### config.mk
export PLATFORM = sky130hd
export DESIGN_NAME = nand_ecc_gen
export DESIGN_NICKNAME = d
export VERILOG_FILES = /design/src/rtl/nand_ecc_pkg.sv /design/src/rtl/ecc_lane_acc.sv /design/src/rtl/ecc_area_acc.sv /design/src/rtl/nand_ecc_gen.sv
export SDC_FILE = /design/constraint.sdc
export NUM_CORES = 1
export LEC_CHECK = 0
export ABC_CLOCK_PERIOD_IN_PS = 4500
export BUFFER_PORTS_ARGS = -buffer_cell sky130_fd_sc_hd__buf_2
export CAP_MARGIN = 20
export CORE_AREA = 2 2 104 106
export DETAILED_ROUTE_END_ITERATION = 8
export DIE_AREA = 0 0 106 108
export HOLD_SLACK_MARGIN = 0.1
export MAX_ROUTING_LAYER = met4
export PLACE_DENSITY = 0.83
export SLEW_MARGIN = 5
export SYNTH_ARGS = -nofsm -noshare
export SYNTH_HDL_FRONTEND = slang
export SYNTH_HIERARCHICAL = 1
export SYNTH_SLANG_ARGS = --single-unit
### constraint.sdc
create_clock -name clk -period 4.5 [get_ports clk]
set_clock_uncertainty 0.15 [all_clocks]
set_input_delay 0 -clock clk [delete_from_list [all_inputs] [get_ports clk]]
set_output_delay 0 -clock clk [all_outputs]
set_load 0.005 [all_outputs]
### src/rtl/nand_ecc_pkg.sv
package nand_ecc_pkg;

  typedef struct packed {
    logic main;
    logic spare;
  } lock_t;

  // Mask of bit positions whose index has bit j set.
  function automatic logic [31:0] pos_mask(int j, int w);
    logic [31:0] m;
    m = '0;
    for (int b = 0; b < w; b++) m[b] = ((b >> j) & 1) != 0;
    return m;
  endfunction

endpackage

### src/rtl/ecc_lane_acc.sv
module ecc_lane_acc #(
  parameter int LANE_W = 8,
  parameter int IDX_W  = 9
) (
  input  logic                                   clk,
  input  logic                                   rst_n,
  input  logic                                   clr_i,
  input  logic                                   en_i,
  input  logic [IDX_W-1:0]                       idx_i,
  input  logic [LANE_W-1:0]                      byte_i,
  output logic [2*IDX_W+2*$clog2(LANE_W)-1:0]    code_o
);
  import nand_ecc_pkg::*;

  localparam int CB     = $clog2(LANE_W);
  localparam int LP_W   = 2 * IDX_W;
  localparam int CODE_W = LP_W + 2 * CB;

  logic [CODE_W-1:0] code_q, delta;
  logic              par;
  logic [LANE_W-1:0] hi_mask;

  always_comb begin
    par     = ^byte_i;
    delta   = '0;
    hi_mask = '0;
    for (int i = 0; i < IDX_W; i++) begin
      delta[2*i+1] = par & idx_i[i];
      delta[2*i]   = par & ~idx_i[i];
    end
    for (int j = 0; j < CB; j++) begin
      hi_mask = LANE_W'(pos_mask(j, LANE_W));
      delta[LP_W+2*j+1] = ^(byte_i & hi_mask);
      delta[LP_W+2*j]   = ^(byte_i & ~hi_mask);
    end
  end

  always_ff @(posedge clk or negedge rst_n) begin
    if (!rst_n)      code_q <= '0;
    else if (clr_i)  code_q <= '0;
    else if (en_i)   code_q <= code_q ^ delta;
  end

  assign code_o = code_q;

  p_idle_hold_r11: assert property (@(posedge clk) disable iff (!rst_n)
    (!en_i && !clr_i) |=> $stable(code_q))
    else $error("lane code moved while idle");

  p_init_zero_r8: assert property (@(posedge clk) disable iff (!rst_n)
    clr_i |=> (code_q == '0))
    else $error("lane code not cleared");

endmodule

### src/rtl/ecc_area_acc.sv
module ecc_area_acc #(
  parameter int LANE_W = 8,
  parameter int LANES  = 2,
  parameter int IDX_W  = 9
) (
  input  logic                                          clk,
  input  logic                                          rst_n,
  input  logic                                          clr_i,
  input  logic                                          lock_i,
  input  logic                                          take_i,
  input  logic                                          wide_i,
  input  logic [LANES*LANE_W-1:0]                       data_i,
  output logic [LANES*(2*IDX_W+2*$clog2(LANE_W))-1:0]   code_o
);
  localparam int CODE_W = 2 * IDX_W + 2 * $clog2(LANE_W);

  logic [IDX_W-1:0] idx_q;
  logic             adv;

  assign adv = take_i && !lock_i;

  always_ff @(posedge clk or negedge rst_n) begin
    if (!rst_n)     idx_q <= '0;
    else if (clr_i) idx_q <= '0;
    else if (adv)   idx_q <= idx_q + IDX_W'(1);
  end

  for (genvar l = 0; l < LANES; l++) begin : g_lane
    logic lane_en;
    assign lane_en = adv && !clr_i && ((l == 0) || wide_i);
    ecc_lane_acc #(.LANE_W(LANE_W), .IDX_W(IDX_W)) u_lane (
      .clk    (clk),
      .rst_n  (rst_n),
      .clr_i  (clr_i),
      .en_i   (lane_en),
      .idx_i  (idx_q),
      .byte_i (data_i[l*LANE_W +: LANE_W]),
      .code_o (code_o[l*CODE_W +: CODE_W])
    );
  end

  p_lock_hold_r6: assert property (@(posedge clk) disable iff (!rst_n)
    (lock_i && !clr_i) |=> $stable(code_o))
    else $error("locked area code changed");

  p_line_step_r4: assert property (@(posedge clk) disable iff (!rst_n)
    (adv && !clr_i) |=> (idx_q == $past(idx_q) + IDX_W'(1)))
    else $error("line index did not step");

  if (LANES > 1) begin : g_narrow_chk
    p_narrow_hold_r9: assert property (@(posedge clk) disable iff (!rst_n)
      (!wide_i && !clr_i) |=> $stable(code_o[LANES*CODE_W-1:CODE_W]))
      else $error("upper lane moved in narrow mode");
  end

endmodule

### src/rtl/nand_ecc_gen.sv
module nand_ecc_gen #(
  parameter int LANE_W     = 8,
  parameter int LANES      = 2,
  parameter int AREA_BYTES = 512,
  localparam int IDX_W     = $clog2(AREA_BYTES),
  localparam int CODE_W    = 2 * IDX_W + 2 * $clog2(LANE_W),
  localparam int DATA_W    = LANES * LANE_W,
  localparam int OUT_W     = LANES * CODE_W
) (
  input  logic              clk,
  input  logic              rst_n,
  input  logic              wide_mode_i,
  input  logic              ecc_init_i,
  input  logic              ctl_we_i,
  input  logic              ctl_main_lock_i,
  input  logic              ctl_spare_lock_i,
  input  logic              in_valid_i,
  input  logic [DATA_W-1:0] in_data_i,
  output logic              in_ready_o,
  output logic [OUT_W-1:0]  main_ecc_o,
  output logic [OUT_W-1:0]  spare_ecc_o
);
  import nand_ecc_pkg::*;

  lock_t lock_q;
  logic  take;

  assign in_ready_o = !ecc_init_i;
  assign take       = in_valid_i && in_ready_o;

  always_ff @(posedge clk or negedge rst_n) begin
    if (!rst_n)        lock_q <= '{main: 1'b1, spare: 1'b1};
    else if (ctl_we_i) lock_q <= '{main: ctl_main_lock_i, spare: ctl_spare_lock_i};
  end

  ecc_area_acc #(.LANE_W(LANE_W), .LANES(LANES), .IDX_W(IDX_W)) u_main (
    .clk    (clk),
    .rst_n  (rst_n),
    .clr_i  (ecc_init_i),
    .lock_i (lock_q.main),
    .take_i (take),
    .wide_i (wide_mode_i),
    .data_i (in_data_i),
    .code_o (main_ecc_o)
  );

  ecc_area_acc #(.LANE_W(LANE_W), .LANES(LANES), .IDX_W(IDX_W)) u_spare (
    .clk    (clk),
    .rst_n  (rst_n),
    .clr_i  (ecc_init_i),
    .lock_i (lock_q.spare),
    .take_i (take),
    .wide_i (wide_mode_i),
    .data_i (in_data_i),
    .code_o (spare_ecc_o)
  );

  p_init_wins_r8: assert property (@(posedge clk) disable iff (!rst_n)
    (ecc_init_i && in_valid_i) |=> (main_ecc_o == '0 && spare_ecc_o == '0))
    else $error("word accumulated during init");

  p_idle_outputs_r11: assert property (@(posedge clk) disable iff (!rst_n)
    (!in_valid_i && !ecc_init_i) |=> ($stable(main_ecc_o) && $stable(spare_ecc_o)))
    else $error("outputs moved without a word");

  p_spare_lock_r7: assert property (@(posedge clk) disable iff (!rst_n)
    (lock_q.spare && !ecc_init_i) |=> $stable(spare_ecc_o))
    else $error("locked spare code changed");

endmodule

==> impl.org <==
** Run status
- The flow ran to the end, and the final reports show no timing, DRC or antenna violations.

** Drt
- Mean routed wirelength per cell :: 16.4 µm
- ANT nets after route :: 0
- The highest metal layer carrying signal wires in the routed design is met4.
- Total met2 wirelength after detailed routing :: 7730 µm
- Routed vias/inst :: 5.74
- The routed layout has 5405 vias.
- The first routing iteration left 361 violations.
- For this run, design rule violations remaining after detail routing come to 0.
- Routed WL :: 15500 µm
- Met1 WL :: 6460 µm
- Summed over all nets, wire length on met3 after detailed routing comes to 1010 µm.
- The first detailed-routing pass ran for 5 iterations.

** Power
- Switching Share :: 26.0%
- IR analysis of the VDD net gives a maximum drop of 0.000228 V.
- Part of the power in the clock network :: 46.3%
- In this run the power density over the cells is 370 mW/mm².
- The internal portion of the total power is 2.12 mW.
- Summed over all cells, the static leakage comes to 3.38 nW.
- Sequential share of power :: 38.0%
- Share of total power in combinational logic :: 15.7%
- Switching power :: 0.745 mW

** Synth
- Avg Inst Size Synth :: 9.39 µm²
- In this run, distinct cell masters in the synthesized netlist total 28.
- Synthesized Nets :: 668
- Summing every instance area after synthesis gives 0.00603 mm².
- Sequential element share of the synthesized area :: 48.2%
- Yosys reg bits :: 116
- Post-Syn Instances :: 642
- Number of warnings printed during yosys synthesis :: 6

** Floorplanning
- 121 I/O pins were placed.
- From bottom edge to top edge, the die measures 108 µm.
- Starting Density :: 58.9%
- The floorplan step defined a core boundary enclosing 0.0102 mm².
- The initialized floorplan defines 37 standard-cell rows.
- The die covers 0.0114 mm².
- Measured along the x axis, the die boundary spans 106 µm.

** Clock network
- Clock tree buffer depth :: 2
- After clock tree synthesis, the setup repair step added 0 buffers.
- Total CTS buffers :: 17
- Number of gates resized after CTS :: 0
- CTS tree :: built
- Worst skew pair latency :: 510 ps
- After clock tree synthesis, the clock-pin slew on the worst setup and hold paths is 60 ps.
- CTS Hold Buffers Added :: 34
- Clock tree synthesis found a total of 116 sinks.
- CTS placed an instance of clkbuf_8 at the clock tree root.
- Clock H-tree levels :: 4

** Place
- Post-detail-place hpwl :: 9440 µm
- Routability-driven placement finished with a final weighted congestion of 0.774.
- In this run the tool buffered the top-level ports with 120 buffer cells.

** Finish
- In the final layout, the share of cells above drive strength 1 is 22.7%.
- 0 antenna diodes ended up in the layout.
- The library cell used most frequently in the layout, excluding fill and tap cells, is buf_2.
- From synthesis to final layout, the design area changed by 28.2%.
- The net count of the finished layout is 819.
- Commonest cells after routing, fill and taps aside :: buf_2, dfrtp_1, a21oi_1

** STA
- Unrepaired setup endpoints after global routing :: no
- Fin Hold WS :: 142 ps
- Final Slew Violations :: 0
- In the finished design, the share of the clock period the worst path needs comes to 70.2%.
- Slew at the pin closest to its max-slew limit :: 832 ps
- Measured against its own limit, the worst slew margin works out to 44.6%.
- Static timing analysis puts the maximum clock frequency at 0.317 GHz.
- Number of hold violations in the final report :: 0
- Setup violations remaining at the end of the flow were counted as 0.
- Setup TNS :: 0 ps
- Minimum period implied by the final worst setup slack :: 3160 ps

** Worst setup path
- Crit path max-delay cell type :: and2_1
- Top fanout value on the critical path :: 62
- Maximum single-stage delay on the critical path :: 720 ps
- Required @ worst endpoint :: 4770 ps
- Nature of the critical path startpoint :: input port
- STA puts the critical path data arrival time at 3430 ps.
- The worst setup path is captured at a flop.
- The worst setup path is of the input port to flop kind.
- Cells traversed along the worst timing path :: dlygate4sd3_1 -> buf_4 -> nor2b_1 -> and2b_4 -> nor2b_1 -> buf_4 -> and2_1 -> nand2b_1 -> or3_2 -> a21oi_1

** Global routing
- Antenna violations before repair :: 0
- Maximum number of pins on one net before global-route repair :: 63
- For this run, the total global-route usage over all layers was measured as 28.9%.
- The first global-routing pass estimated 25400 µm of wire.
- Global route total overflow :: 0
- The via count of the first global-routing pass came to 5505.

** Flow run
- Number of max-cap violations :: 0

** Hold path
- Path class of the lowest-slack min-delay path :: input port to flop
cell usage after synthesis:
cell type,n,area (µm²)
or3_1,64,400
dfrtp_1,114,2850
nand4b_1,2,17.5
nor2_1,30,113
nand4_1,2,12.5
o21ai_0,76,380
and2_1,2,12.5
o31ai_1,8,60.1
xor2_1,12,105
mux2_2,2,22.5
ha_1,2,25.0
or4_1,8,60.1
nor2b_1,11,68.8
nand3b_1,2,15.0
or3_2,12,90.1
clkbuf_1,22,82.6
nand2_1,48,180
nand3_1,2,10.0
inv_2,2,7.51
a21oi_1,84,420
inv_1,3,11.3
nand2b_1,36,225
dfstp_2,2,52.6
and2b_1,8,60.1
clkbuf_2,8,40.0
xnor2_1,76,666
mux2i_1,2,20.0
and2b_4,2,20.0
layer usage:
| layer | GRT usage, % | up-vias |
|---|---|---|
| met5 | - | - |
| met4 | 10.6 | 0 |
| met3 | 7.35 | 27 |
| met2 | 46.6 | 201 |
| met1 | 35.5 | 2651 |
| li1 | - | 2526 |
logic make-up (layout without fill, tap and decap cells):
logic type / count (synthesis) / count (layout) / share of synthesized area (%)
mux: 4 / 4 / 0.705
buf+inv: 35 / 199 / 2.34
xor+xnor: 88 / 88 / 12.8
flops: 116 / 116 / 48.2
fa+ha+maj: 2 / 2 / 0.415
simple gates: 229 / 229 / 21.3
compound gates: 168 / 168 / 14.3
layout make-up:
class                      instances  area [µm²]
multi-input combinational        491        3020
clock buffer                      22         453
timing repair buffer             162        1040
clock inverter                    10         130
sequential                       116        2910
inverter                           5        18.8
tap                              136         170
fill                             670        2500
power groups by stage:
stage	clock [mW]	combinational [mW]	sequential, mW
after detailed placement	0	0.360	1.10
after global routing	1.40	0.491	1.09
after global placement	0	0.348	1.10
after floorplan	0	0.255	1.10
final	1.33	0.450	1.09
after CTS	1.34	0.401	1.09
final timing paths:
kind,startpoint,end,slack (ps),cells after the start
min in group asynchronous,rst_n,u_spare/g_lane[0].u_lane/code_o[2],410,3
hold reg to reg,u_spare/g_lane[0].u_lane/code_o[22],u_spare/g_lane[0].u_lane/code_o[22],390,2
max in group asynchronous,rst_n,u_main/g_lane[1].u_lane/code_o[12],2890,4
setup reg to reg,lock_q[1],u_main/g_lane[1].u_lane/code_o[10],1730,7
setup / recovery,ecc_init_i,u_main/g_lane[1].u_lane/code_o[10],1340,10
hold / removal,in_data_i[2],u_main/g_lane[0].u_lane/code_o[21],140,6
sequential cells by signal, summed over array words and instances (netlist names):
signal / flops
lock_q: 2
u_spare/idx_q: 9
u_spare/g_lane.u_lane/code_o: 48
u_main/idx_q: 9
u_main/g_lane.u_lane/code_o: 48
critical path: cells and delay by family:
| family | cells | cell delay [ps] |
|---|---|---|
| buffers and inverters | 3 | 1120 |
| AO/OA/AOI/OAI | 1 | 160 |
| AND/OR/NAND/NOR | 6 | 2110 |
through the flow:
step	power (mW)	setup slack [ps]	utilization, %	std cells	instance area, µm²
after floorplan	1.36	2060	-	642	6030
after global placement	1.45	1600	65.9	872	6750
after detailed placement	1.46	1460	65.9	872	6750
after CTS	2.83	1400	75.1	938	7680
after global routing	2.98	1130	75.6	942	7730
final	2.86	1340	75.6	942	7730
Note: power is estimated with default switching activity, not from simulation.
